`src/rtl/clkctl_pkg.sv`:
```
package clkctl_pkg;

  localparam int BYTE_W        = 8;
  localparam int PTR_W         = 7;
  localparam int CMD_BLOCK_BIT = 7;
  localparam int SS_EN_BIT     = 0;
  localparam int SS_DEPTH_BIT  = 1;

  typedef enum logic [3:0] {
    ST_IDLE,
    ST_ADDR,
    ST_ADDR_ACK,
    ST_CMD,
    ST_CMD_ACK,
    ST_WDATA,
    ST_WDATA_ACK,
    ST_TX,
    ST_TX_ACK
  } smb_state_e;

endpackage

```
`src/rtl/clkctl_line_sync.sv`:
```
module clkctl_line_sync #(
  parameter int STAGES = 2
) (
  input  logic clk,
  input  logic rst_n,
  input  logic scl_i,
  input  logic sda_i,
  output logic scl_s,
  output logic sda_s,
  output logic scl_rise,
  output logic scl_fall,
  output logic start_det,
  output logic stop_det
);

  logic [STAGES-1:0] scl_pipe_q, scl_pipe_d;
  logic [STAGES-1:0] sda_pipe_q, sda_pipe_d;
  logic              scl_prev_q, sda_prev_q;

  always_comb begin
    scl_pipe_d = {scl_pipe_q[STAGES-2:0], scl_i};
    sda_pipe_d = {sda_pipe_q[STAGES-2:0], sda_i};
  end

  // Idle bus level is high on both lines.
  always_ff @(posedge clk or negedge rst_n) begin
    if (!rst_n) begin
      scl_pipe_q <= '1;
      sda_pipe_q <= '1;
      scl_prev_q <= 1'b1;
      sda_prev_q <= 1'b1;
    end else begin
      scl_pipe_q <= scl_pipe_d;
      sda_pipe_q <= sda_pipe_d;
      scl_prev_q <= scl_s;
      sda_prev_q <= sda_s;
    end
  end

  assign scl_s     = scl_pipe_q[STAGES-1];
  assign sda_s     = sda_pipe_q[STAGES-1];
  assign scl_rise  = scl_s & ~scl_prev_q;
  assign scl_fall  = ~scl_s & scl_prev_q;
  assign start_det = scl_s & scl_prev_q & sda_prev_q & ~sda_s;
  assign stop_det  = scl_s & scl_prev_q & ~sda_prev_q & sda_s;

endmodule

```
`src/rtl/clkctl_regbank.sv`:
```
module clkctl_regbank
  import clkctl_pkg::*;
#(
  parameter int NUM_REGS = 4
) (
  input  logic              clk,
  input  logic              rst_n,
  input  logic              wr_en,
  input  logic [PTR_W-1:0]  wr_ptr,
  input  logic [BYTE_W-1:0] wr_data,
  input  logic [PTR_W-1:0]  rd_ptr,
  output logic [BYTE_W-1:0] rd_data,
  output logic              spread_en,
  output logic              spread_depth
);

  localparam logic [PTR_W:0] NREG_EXT = (PTR_W+1)'(NUM_REGS);
  localparam int             FLAT_W   = NUM_REGS * BYTE_W;

  logic [BYTE_W-1:0] regs_q [NUM_REGS];
  logic [NUM_REGS-1:0] wr_hit;
  logic [FLAT_W-1:0]   regs_flat;
  logic                wr_in_range;

  assign wr_in_range = {1'b0, wr_ptr} < NREG_EXT;

  for (genvar i = 0; i < NUM_REGS; i++) begin : g_reg
    assign wr_hit[i] = wr_en && wr_in_range && (wr_ptr == PTR_W'(i));

    always_ff @(posedge clk or negedge rst_n) begin
      if (!rst_n) begin
        regs_q[i] <= '0;
      end else if (wr_hit[i]) begin
        regs_q[i] <= wr_data;
      end
    end

    assign regs_flat[i*BYTE_W +: BYTE_W] = regs_q[i];

    // an in-range write is stored in full in its register
    assert_write_lands_R3: assert property (@(posedge clk) disable iff (!rst_n)
      wr_hit[i] |=> regs_q[i] == $past(wr_data));
  end

  always_comb begin
    rd_data = '0;
    for (int i = 0; i < NUM_REGS; i++) begin
      if (rd_ptr == PTR_W'(i)) rd_data = regs_q[i];
    end
  end

  assign spread_en    = regs_q[0][SS_EN_BIT];
  assign spread_depth = regs_q[0][SS_DEPTH_BIT];

  // a write past the end of the bank changes nothing
  assert_oob_discard_R5: assert property (@(posedge clk) disable iff (!rst_n)
    (wr_en && !wr_in_range) |=> $stable(regs_flat));

endmodule

```
`src/rtl/clkctl_smb_fsm.sv`:
```
module clkctl_smb_fsm
  import clkctl_pkg::*;
#(
  parameter logic [6:0] SLAVE_ADDR = 7'h6A,
  parameter int         NUM_REGS   = 4
) (
  input  logic              clk,
  input  logic              rst_n,
  input  logic              scl_s,
  input  logic              sda_s,
  input  logic              scl_rise,
  input  logic              scl_fall,
  input  logic              start_det,
  input  logic              stop_det,
  input  logic [BYTE_W-1:0] rd_data,
  output logic [PTR_W-1:0]  rd_ptr,
  output logic              wr_en,
  output logic [PTR_W-1:0]  wr_ptr,
  output logic [BYTE_W-1:0] wr_data,
  output logic              sda_oe
);

  localparam logic [BYTE_W-1:0] NREG_B   = BYTE_W'(NUM_REGS);
  localparam logic [3:0]        BITS_END = 4'd8;

  smb_state_e        state_q, state_d;
  logic [3:0]        cnt_q, cnt_d;
  logic [BYTE_W-1:0] sh_q, sh_d;
  logic [BYTE_W-1:0] tx_q, tx_d;
  logic [PTR_W-1:0]  ptr_q, ptr_d;
  logic              blk_q, blk_d;
  logic              rw_q, rw_d;
  logic              nack_q, nack_d;
  logic              oe_q, oe_d;

  logic [PTR_W-1:0]  ptr_inc;
  logic [BYTE_W-1:0] count_byte;
  logic [BYTE_W-1:0] nxt_byte;
  logic [BYTE_W-1:0] sh_in;
  logic              byte_done;

  assign ptr_inc    = (ptr_q == '1) ? ptr_q : ptr_q + 1'b1;
  assign count_byte = ({1'b0, ptr_q} < NREG_B) ? (NREG_B - {1'b0, ptr_q}) : '0;
  assign nxt_byte   = blk_q ? count_byte : rd_data;
  assign sh_in      = {sh_q[BYTE_W-2:0], sda_s};
  assign byte_done  = scl_fall && (cnt_q == BITS_END);

  // Next-state logic
  always_comb begin
    state_d = state_q;
    cnt_d   = cnt_q;
    sh_d    = sh_q;
    tx_d    = tx_q;
    ptr_d   = ptr_q;
    blk_d   = blk_q;
    rw_d    = rw_q;
    nack_d  = nack_q;
    oe_d    = oe_q;
    wr_en   = 1'b0;

    unique case (state_q)
      ST_IDLE: ;
      ST_ADDR, ST_CMD, ST_WDATA: begin
        if (scl_rise) begin
          sh_d  = sh_in;
          cnt_d = cnt_q + 4'd1;
        end else if (byte_done) begin
          if (state_q == ST_ADDR) begin
            if (sh_q[7:1] == SLAVE_ADDR) begin
              rw_d    = sh_q[0];
              state_d = ST_ADDR_ACK;
              oe_d    = 1'b1;
            end else begin
              state_d = ST_IDLE;
            end
          end else if (state_q == ST_CMD) begin
            ptr_d   = sh_q[PTR_W-1:0];
            blk_d   = sh_q[CMD_BLOCK_BIT];
            state_d = ST_CMD_ACK;
            oe_d    = 1'b1;
          end else begin
            if (blk_q) begin
              blk_d = 1'b0;
            end else begin
              wr_en = 1'b1;
              ptr_d = ptr_inc;
            end
            state_d = ST_WDATA_ACK;
            oe_d    = 1'b1;
          end
        end
      end
      ST_ADDR_ACK, ST_TX_ACK: begin
        if (scl_rise && state_q == ST_TX_ACK) begin
          nack_d = sda_s;
        end else if (scl_fall) begin
          cnt_d = '0;
          if (state_q == ST_TX_ACK && nack_q) begin
            state_d = ST_IDLE;
            oe_d    = 1'b0;
          end else if (state_q == ST_ADDR_ACK && !rw_q) begin
            state_d = ST_CMD;
            oe_d    = 1'b0;
          end else begin
            state_d = ST_TX;
            tx_d    = nxt_byte;
            oe_d    = ~nxt_byte[BYTE_W-1];
            if (blk_q) blk_d = 1'b0;
            else       ptr_d = ptr_inc;
          end
        end
      end
      ST_CMD_ACK, ST_WDATA_ACK: begin
        if (scl_fall) begin
          state_d = ST_WDATA;
          cnt_d   = '0;
          oe_d    = 1'b0;
        end
      end
      ST_TX: begin
        if (scl_rise) begin
          cnt_d = cnt_q + 4'd1;
        end else if (byte_done) begin
          state_d = ST_TX_ACK;
          oe_d    = 1'b0;
        end else if (scl_fall) begin
          tx_d = {tx_q[BYTE_W-2:0], 1'b0};
          oe_d = ~tx_q[BYTE_W-2];
        end
      end
      default: begin
        state_d = ST_IDLE;
        oe_d    = 1'b0;
      end
    endcase

    // Bus conditions override whatever the byte machine was doing.
    if (stop_det) begin
      state_d = ST_IDLE;
      oe_d    = 1'b0;
      wr_en   = 1'b0;
    end
    if (start_det) begin
      state_d = ST_ADDR;
      cnt_d   = '0;
      oe_d    = 1'b0;
      wr_en   = 1'b0;
    end
  end

  // State registers
  always_ff @(posedge clk or negedge rst_n) begin
    if (!rst_n) begin
      state_q <= ST_IDLE;
      cnt_q   <= '0;
      sh_q    <= '0;
      tx_q    <= '0;
      ptr_q   <= '0;
      blk_q   <= 1'b0;
      rw_q    <= 1'b0;
      nack_q  <= 1'b0;
      oe_q    <= 1'b0;
    end else begin
      state_q <= state_d;
      cnt_q   <= cnt_d;
      sh_q    <= sh_d;
      tx_q    <= tx_d;
      ptr_q   <= ptr_d;
      blk_q   <= blk_d;
      rw_q    <= rw_d;
      nack_q  <= nack_d;
      oe_q    <= oe_d;
    end
  end

  assign sda_oe  = oe_q;
  assign rd_ptr  = ptr_q;
  assign wr_ptr  = ptr_q;
  assign wr_data = sh_q;

  // SDA drive changes only while SCL is low
  assert_sda_moves_low_R10: assert property (@(posedge clk) disable iff (!rst_n)
    !$stable(oe_q) |-> !scl_s);

  // a START restarts address collection with SDA released
  assert_start_restarts_R8: assert property (@(posedge clk) disable iff (!rst_n)
    start_det |=> (state_q == ST_ADDR) && !oe_q && (cnt_q == 4'd0));

  // a STOP returns the slave to idle with SDA released
  assert_stop_idles_R8: assert property (@(posedge clk) disable iff (!rst_n)
    (stop_det && !start_det) |=> (state_q == ST_IDLE) && !oe_q);

  // a foreign address leaves SDA released
  assert_no_ack_foreign_R2: assert property (@(posedge clk) disable iff (!rst_n)
    (state_q == ST_ADDR && byte_done && sh_q[7:1] != SLAVE_ADDR && !start_det)
      |=> !oe_q && state_q == ST_IDLE);

  // a NOT-ACK from the master ends the read with SDA released
  assert_nack_releases_R7: assert property (@(posedge clk) disable iff (!rst_n)
    (state_q == ST_TX_ACK && scl_fall && nack_q && !start_det) |=> !oe_q && state_q == ST_IDLE);

endmodule

```
`src/rtl/clkctl_smb_slave.sv`:
```
module clkctl_smb_slave
  import clkctl_pkg::*;
#(
  parameter logic [6:0] SLAVE_ADDR  = 7'h6A,
  parameter int         NUM_REGS    = 4,
  parameter int         SYNC_STAGES = 2
) (
  input  logic clk,
  input  logic rst_n,
  input  logic scl_i,
  input  logic sda_i,
  output logic sda_oe,
  output logic spread_en,
  output logic spread_depth
);

  logic [1:0]        rst_pipe_q;
  logic              rst_s_n;
  logic              scl_s, sda_s, scl_rise, scl_fall, start_det, stop_det;
  logic              wr_en;
  logic [PTR_W-1:0]  wr_ptr, rd_ptr;
  logic [BYTE_W-1:0] wr_data, rd_data;

  // Reset asserts at once and releases two clocks later.
  always_ff @(posedge clk or negedge rst_n) begin
    if (!rst_n) rst_pipe_q <= 2'b00;
    else        rst_pipe_q <= {rst_pipe_q[0], 1'b1};
  end
  assign rst_s_n = rst_pipe_q[1];

  clkctl_line_sync #(
    .STAGES (SYNC_STAGES)
  ) u_sync (
    .clk       (clk),
    .rst_n     (rst_s_n),
    .scl_i     (scl_i),
    .sda_i     (sda_i),
    .scl_s     (scl_s),
    .sda_s     (sda_s),
    .scl_rise  (scl_rise),
    .scl_fall  (scl_fall),
    .start_det (start_det),
    .stop_det  (stop_det)
  );

  clkctl_smb_fsm #(
    .SLAVE_ADDR (SLAVE_ADDR),
    .NUM_REGS   (NUM_REGS)
  ) u_fsm (
    .clk       (clk),
    .rst_n     (rst_s_n),
    .scl_s     (scl_s),
    .sda_s     (sda_s),
    .scl_rise  (scl_rise),
    .scl_fall  (scl_fall),
    .start_det (start_det),
    .stop_det  (stop_det),
    .rd_data   (rd_data),
    .rd_ptr    (rd_ptr),
    .wr_en     (wr_en),
    .wr_ptr    (wr_ptr),
    .wr_data   (wr_data),
    .sda_oe    (sda_oe)
  );

  clkctl_regbank #(
    .NUM_REGS (NUM_REGS)
  ) u_bank (
    .clk          (clk),
    .rst_n        (rst_s_n),
    .wr_en        (wr_en),
    .wr_ptr       (wr_ptr),
    .wr_data      (wr_data),
    .rd_ptr       (rd_ptr),
    .rd_data      (rd_data),
    .spread_en    (spread_en),
    .spread_depth (spread_depth)
  );

endmodule

```
`config.mk`:
```
export PLATFORM = sky130hd
export DESIGN_NAME = clkctl_smb_slave
export DESIGN_NICKNAME = d
export VERILOG_FILES = /design/src/rtl/clkctl_pkg.sv /design/src/rtl/clkctl_line_sync.sv /design/src/rtl/clkctl_regbank.sv /design/src/rtl/clkctl_smb_fsm.sv /design/src/rtl/clkctl_smb_slave.sv
export SDC_FILE = /design/constraint.sdc
export NUM_CORES = 1
export LEC_CHECK = 0
export ABC_CLOCK_PERIOD_IN_PS = 2800
export BUFFER_PORTS_ARGS = -buffer_cell sky130_fd_sc_hd__buf_2
export CAP_MARGIN = 20
export CORE_MARGIN = 2
export CORE_UTILIZATION = 45
export DETAILED_ROUTE_END_ITERATION = 6
export GPL_ROUTABILITY_DRIVEN = 0
export PLACE_DENSITY = 0.64
export SLEW_MARGIN = 30
export SYNTH_ARGS = -nofsm -noshare
export SYNTH_HDL_FRONTEND = slang
export SYNTH_SLANG_ARGS = --single-unit
```
`constraint.sdc`:
```
create_clock -name clk -period 2.8 [get_ports clk]
set_input_delay 0.28 -clock clk [delete_from_list [all_inputs] [get_ports clk]]
set_output_delay 0.28 -clock clk [all_outputs]
set_load 0.01 [all_outputs]
```
==> flow_summary.ini <==
[place]
dpl_cell_area_sq_mm = 0.004089
dp.cells = 464
portBuffers = 6
dpl.hpwl_mm = 6.015

[logic_synthesis]
async_reset_ff_share_pct = 100.0
yosysMostFrequentCell = dfrtp_1
synth_top_area_cell = dfrtp_1
synthTopCellsByCount = 68 x dfrtp_1, 36 x nand2_1, 25 x o21ai_0, 24 x mux2_4, 16 x mux2_2
synthTopCellsByArea = dfrtp_1 43%, mux2_4 9.0%, mux2_2 4.5%, dfstp_2 4.0%, nand2_1 3.4%
synth-edff-count = 0
synth_ff_type = dfrtp_1
ys_ff_latch = 74
synth_cells = 364
synth_cell_types = 61
ys_seq_area_share_pct = 46.61
netlist_area_sq_mm = 0.003989
synthesis.nets = 374
yosysWarnings = 0
syn_area_per_cell_sq_um = 10.96
yosys.area.top_type_share_pct = 42.66

[layout]
layout.nets = 380
antenna_cells = 0
post-route-util_pct = 50.50
layout-drive-gt1-share_pct = 23.47
fin_area_sq_mm = 0.004383
synthToLayoutAreaGrowth_pct = 9.881
layout.cells.non_filler = 483
nFillCells = 811

[clock_tree]
tritoncts = done
clockBufferDepth = 2
cts_root_buf = clkbuf_8
clkLatencyLatePin_ns = 0.35
cts_buffers = 9
cts_sinks = 74
cts-htree-levels = 3
cts.clk_slew.worst_paths_ns = 0.09
postCtsSetupBuffers = 0

[grt]
grt_pass1_vias = 2936
antenna_found_initial = 0
grt_util_met2_pct = 31.77
track_usage_pct = 19.83
grt_util_met1_pct = 27.35
gr-total-overflow = 0
grt_pass1_wl_mm = 15.24
grt_most_used_layer = met2
use_met3_pct = 2.863
grt_max_degree = 36

[timing]
fin_skew_ns = 0.01377
slew_violations = 0
worst_pin_slew_ns = 0.7968
relSlewSlack_pct = 46.88
setup_violations = 0
fmax_ghz = 0.4283
setup_tns_ns = 0
hold_violations = 0
fin_crit_ns = 2.335
rsz0062_at_grt = false
period_share_pct = 83.38

[routing]
drc = 0
drt_wl_total_mm = 8.838
ant_nets = 0
vias = 2875
drt_iter0_markers = 211
wl_per_cell_microns = 18.30
viasPerCell = 5.952
dr.pass1.iters = 7

[critical_path]
crit_slowest_cell = dfrtp_1
crit_type = reg -> reg
cp_common_cell = o21ai_0
required_ns = 3.04
max_stage_delay_ns = 0.71
cp_cell_sequence = and3b_1 > o21ai_0 > and4_1 > o21ai_0 > a22o_1
start_kind = flop
crit_arrival_ns = 2.57
worst_setup_path_end_kind = flop
crit_path_max_fanout = 19

[job]
drv_cap = 0

[die]
start_util_pct = 45.96
pin_count = 7
fp.dieH_microns = 98.15
core_area_sq_mm = 0.008678
die_width_microns = 98.15
die_area_sq_mm = 0.009633
fp-row-count = 34

[pwr]
p_leak_nw = 1.995
swShare_pct = 35.77
pwr-share-seq_pct = 39.5
powerDensity_mw_per_mm2 = 848.6
combPwrFrac_pct = 30.8
pwr-share-clk_pct = 29.6
switching_power_mw = 1.330
irDropWorstVdd_v = 0.0003905
intPower_mw = 2.389

[run_status]
status = completed

[hold_path]
min-delay-path-class = in -> reg
-- cell usage in the layout, fill, tap and decap left out, types with 7 or more instances in the layout --
cell / n
o21ai_0: 25
mux2_2: 16
nand3_1: 8
nor2b_1: 12
clkbuf_8: 10
nand2_1: 36
nor2_1: 14
mux2_4: 24
a221oi_1: 10
o31ai_1: 7
dfrtp_1: 67
a21oi_1: 15
inv_1: 10
-- stage by stage --
stage	power (mW)	hold slack, ns	setup slack (ns)
floorplan	2.352	-0.01559	0.5971
global placement	2.596	0.06544	0.5382
detailed placement	2.626	0.07212	0.5000
CTS	3.741	0.007686	0.5048
global route	3.964	0.01447	0.2512
finish	3.719	0.02828	0.4653
-- power groups by stage --
| stage | registers, mW | logic [mW] | clock network [mW] |
|---|---|---|---|
| 4_1_cts | 1.47 | 1.14 | 1.13 |
| 5_1_grt | 1.50 | 1.30 | 1.17 |
| 6_report | 1.47 | 1.15 | 1.10 |
| 3_3_place_gp | 1.48 | 1.12 | 0 |
| 2_1_floorplan | 1.37 | 0.982 | 0 |
| 3_5_place_dp | 1.49 | 1.14 | 0 |
-- metal layers --
metal	up-vias	share of wire (%)	wire length [microns]
li1	1356	-	-
met1	1447	46	4031
met2	61	48	4240
met3	11	5.0	439
met4	0	1.4	127
met5	-	0	0
-- registers in the layout, summed over array words and instances, names as in the netlist --
name,count
rst_pipe_q,2
u_bank.regs_flat,30
u_bank.spread_depth,1
u_bank.spread_en,1
u_fsm.blk_q,1
u_fsm.cnt_q,4
u_fsm.nack_q,1
u_fsm.rd_ptr,7
u_fsm.rw_q,1
u_fsm.sda_oe,1
u_fsm.state_q,4
u_fsm.tx_q,7
u_fsm.wr_data,8
u_sync.scl_pipe_q,2
u_sync.scl_prev_q,1
u_sync.sda_pipe_q,2
u_sync.sda_prev_q,1
-- worst max-delay path, delay by kind of cell (launching register included) --
kind / cells / cell delay, ns
AOI/OAI and AO/OA: 3 / 0.71
DFF: 1 / 0.71
and+or+nand+nor: 2 / 0.79
-- kinds of logic (layout without fill, tap and decap cells) --
group           count (synthesis)  count (layout)  share of synthesized area (%)
fa+ha+maj                       6               6                          1.882
buf+inv                        30              41                          3.733
mux                            41              41                          13.80
xor+xnor                        3               3                         0.6588
simple gates                  116             116                          17.66
compound gates                 93              93                          15.56
other cells                     1               1                        0.09401
flops                          74              74                          46.61
-- layout make-up --
type / count / area (sq um) / area share, %
Timing Repair Buffer: 15 / 102.6 / 2.341
Inverter: 10 / 37.54 / 0.8564
Tap cell: 108 / 135.1 / 3.083
Clock inverter: 5 / 125.1 / 2.855
Clock buffer: 11 / 141.4 / 3.226
Multi-Input combinational cell: 260 / 1981 / 45.19
Sequential cell: 74 / 1861 / 42.45
-- worst paths after layout --
path / startpoint / end / slack, ns / depth (start not counted)
setup / recovery: u_fsm.state_q[1]$_DFFE_PN0P_ / u_fsm.rd_ptr[1]$_DFFE_PN0P_ / 0.47 / 5
hold / removal: sda_i / u_sync.sda_pipe_q[0]$_DFF_PN1_ / 0.03 / 1
setup reg to reg: u_fsm.state_q[1]$_DFFE_PN0P_ / u_fsm.rd_ptr[1]$_DFFE_PN0P_ / 0.47 / 5
hold reg to reg: rst_pipe_q[1]$_DFF_PN0_ / u_fsm.state_q[0]$_DFFE_PN0P_ / 0.36 / 0
max in group asynchronous: rst_pipe_q[1]$_DFF_PN0_ / u_bank.regs_flat[13]$_DFFE_PN0P_ / 1.61 / 1
min in group asynchronous: rst_n / rst_pipe_q[0]$_DFF_PN0_ / 0.24 / 2
-- what timing repair did --
item | 4_1_cts | 5_1_grt
hold endpoints to repair | 3 | 0
resized for setup | 0 | 0
hold buffers | 2 | 0
(Power assumes the default switching activity.)
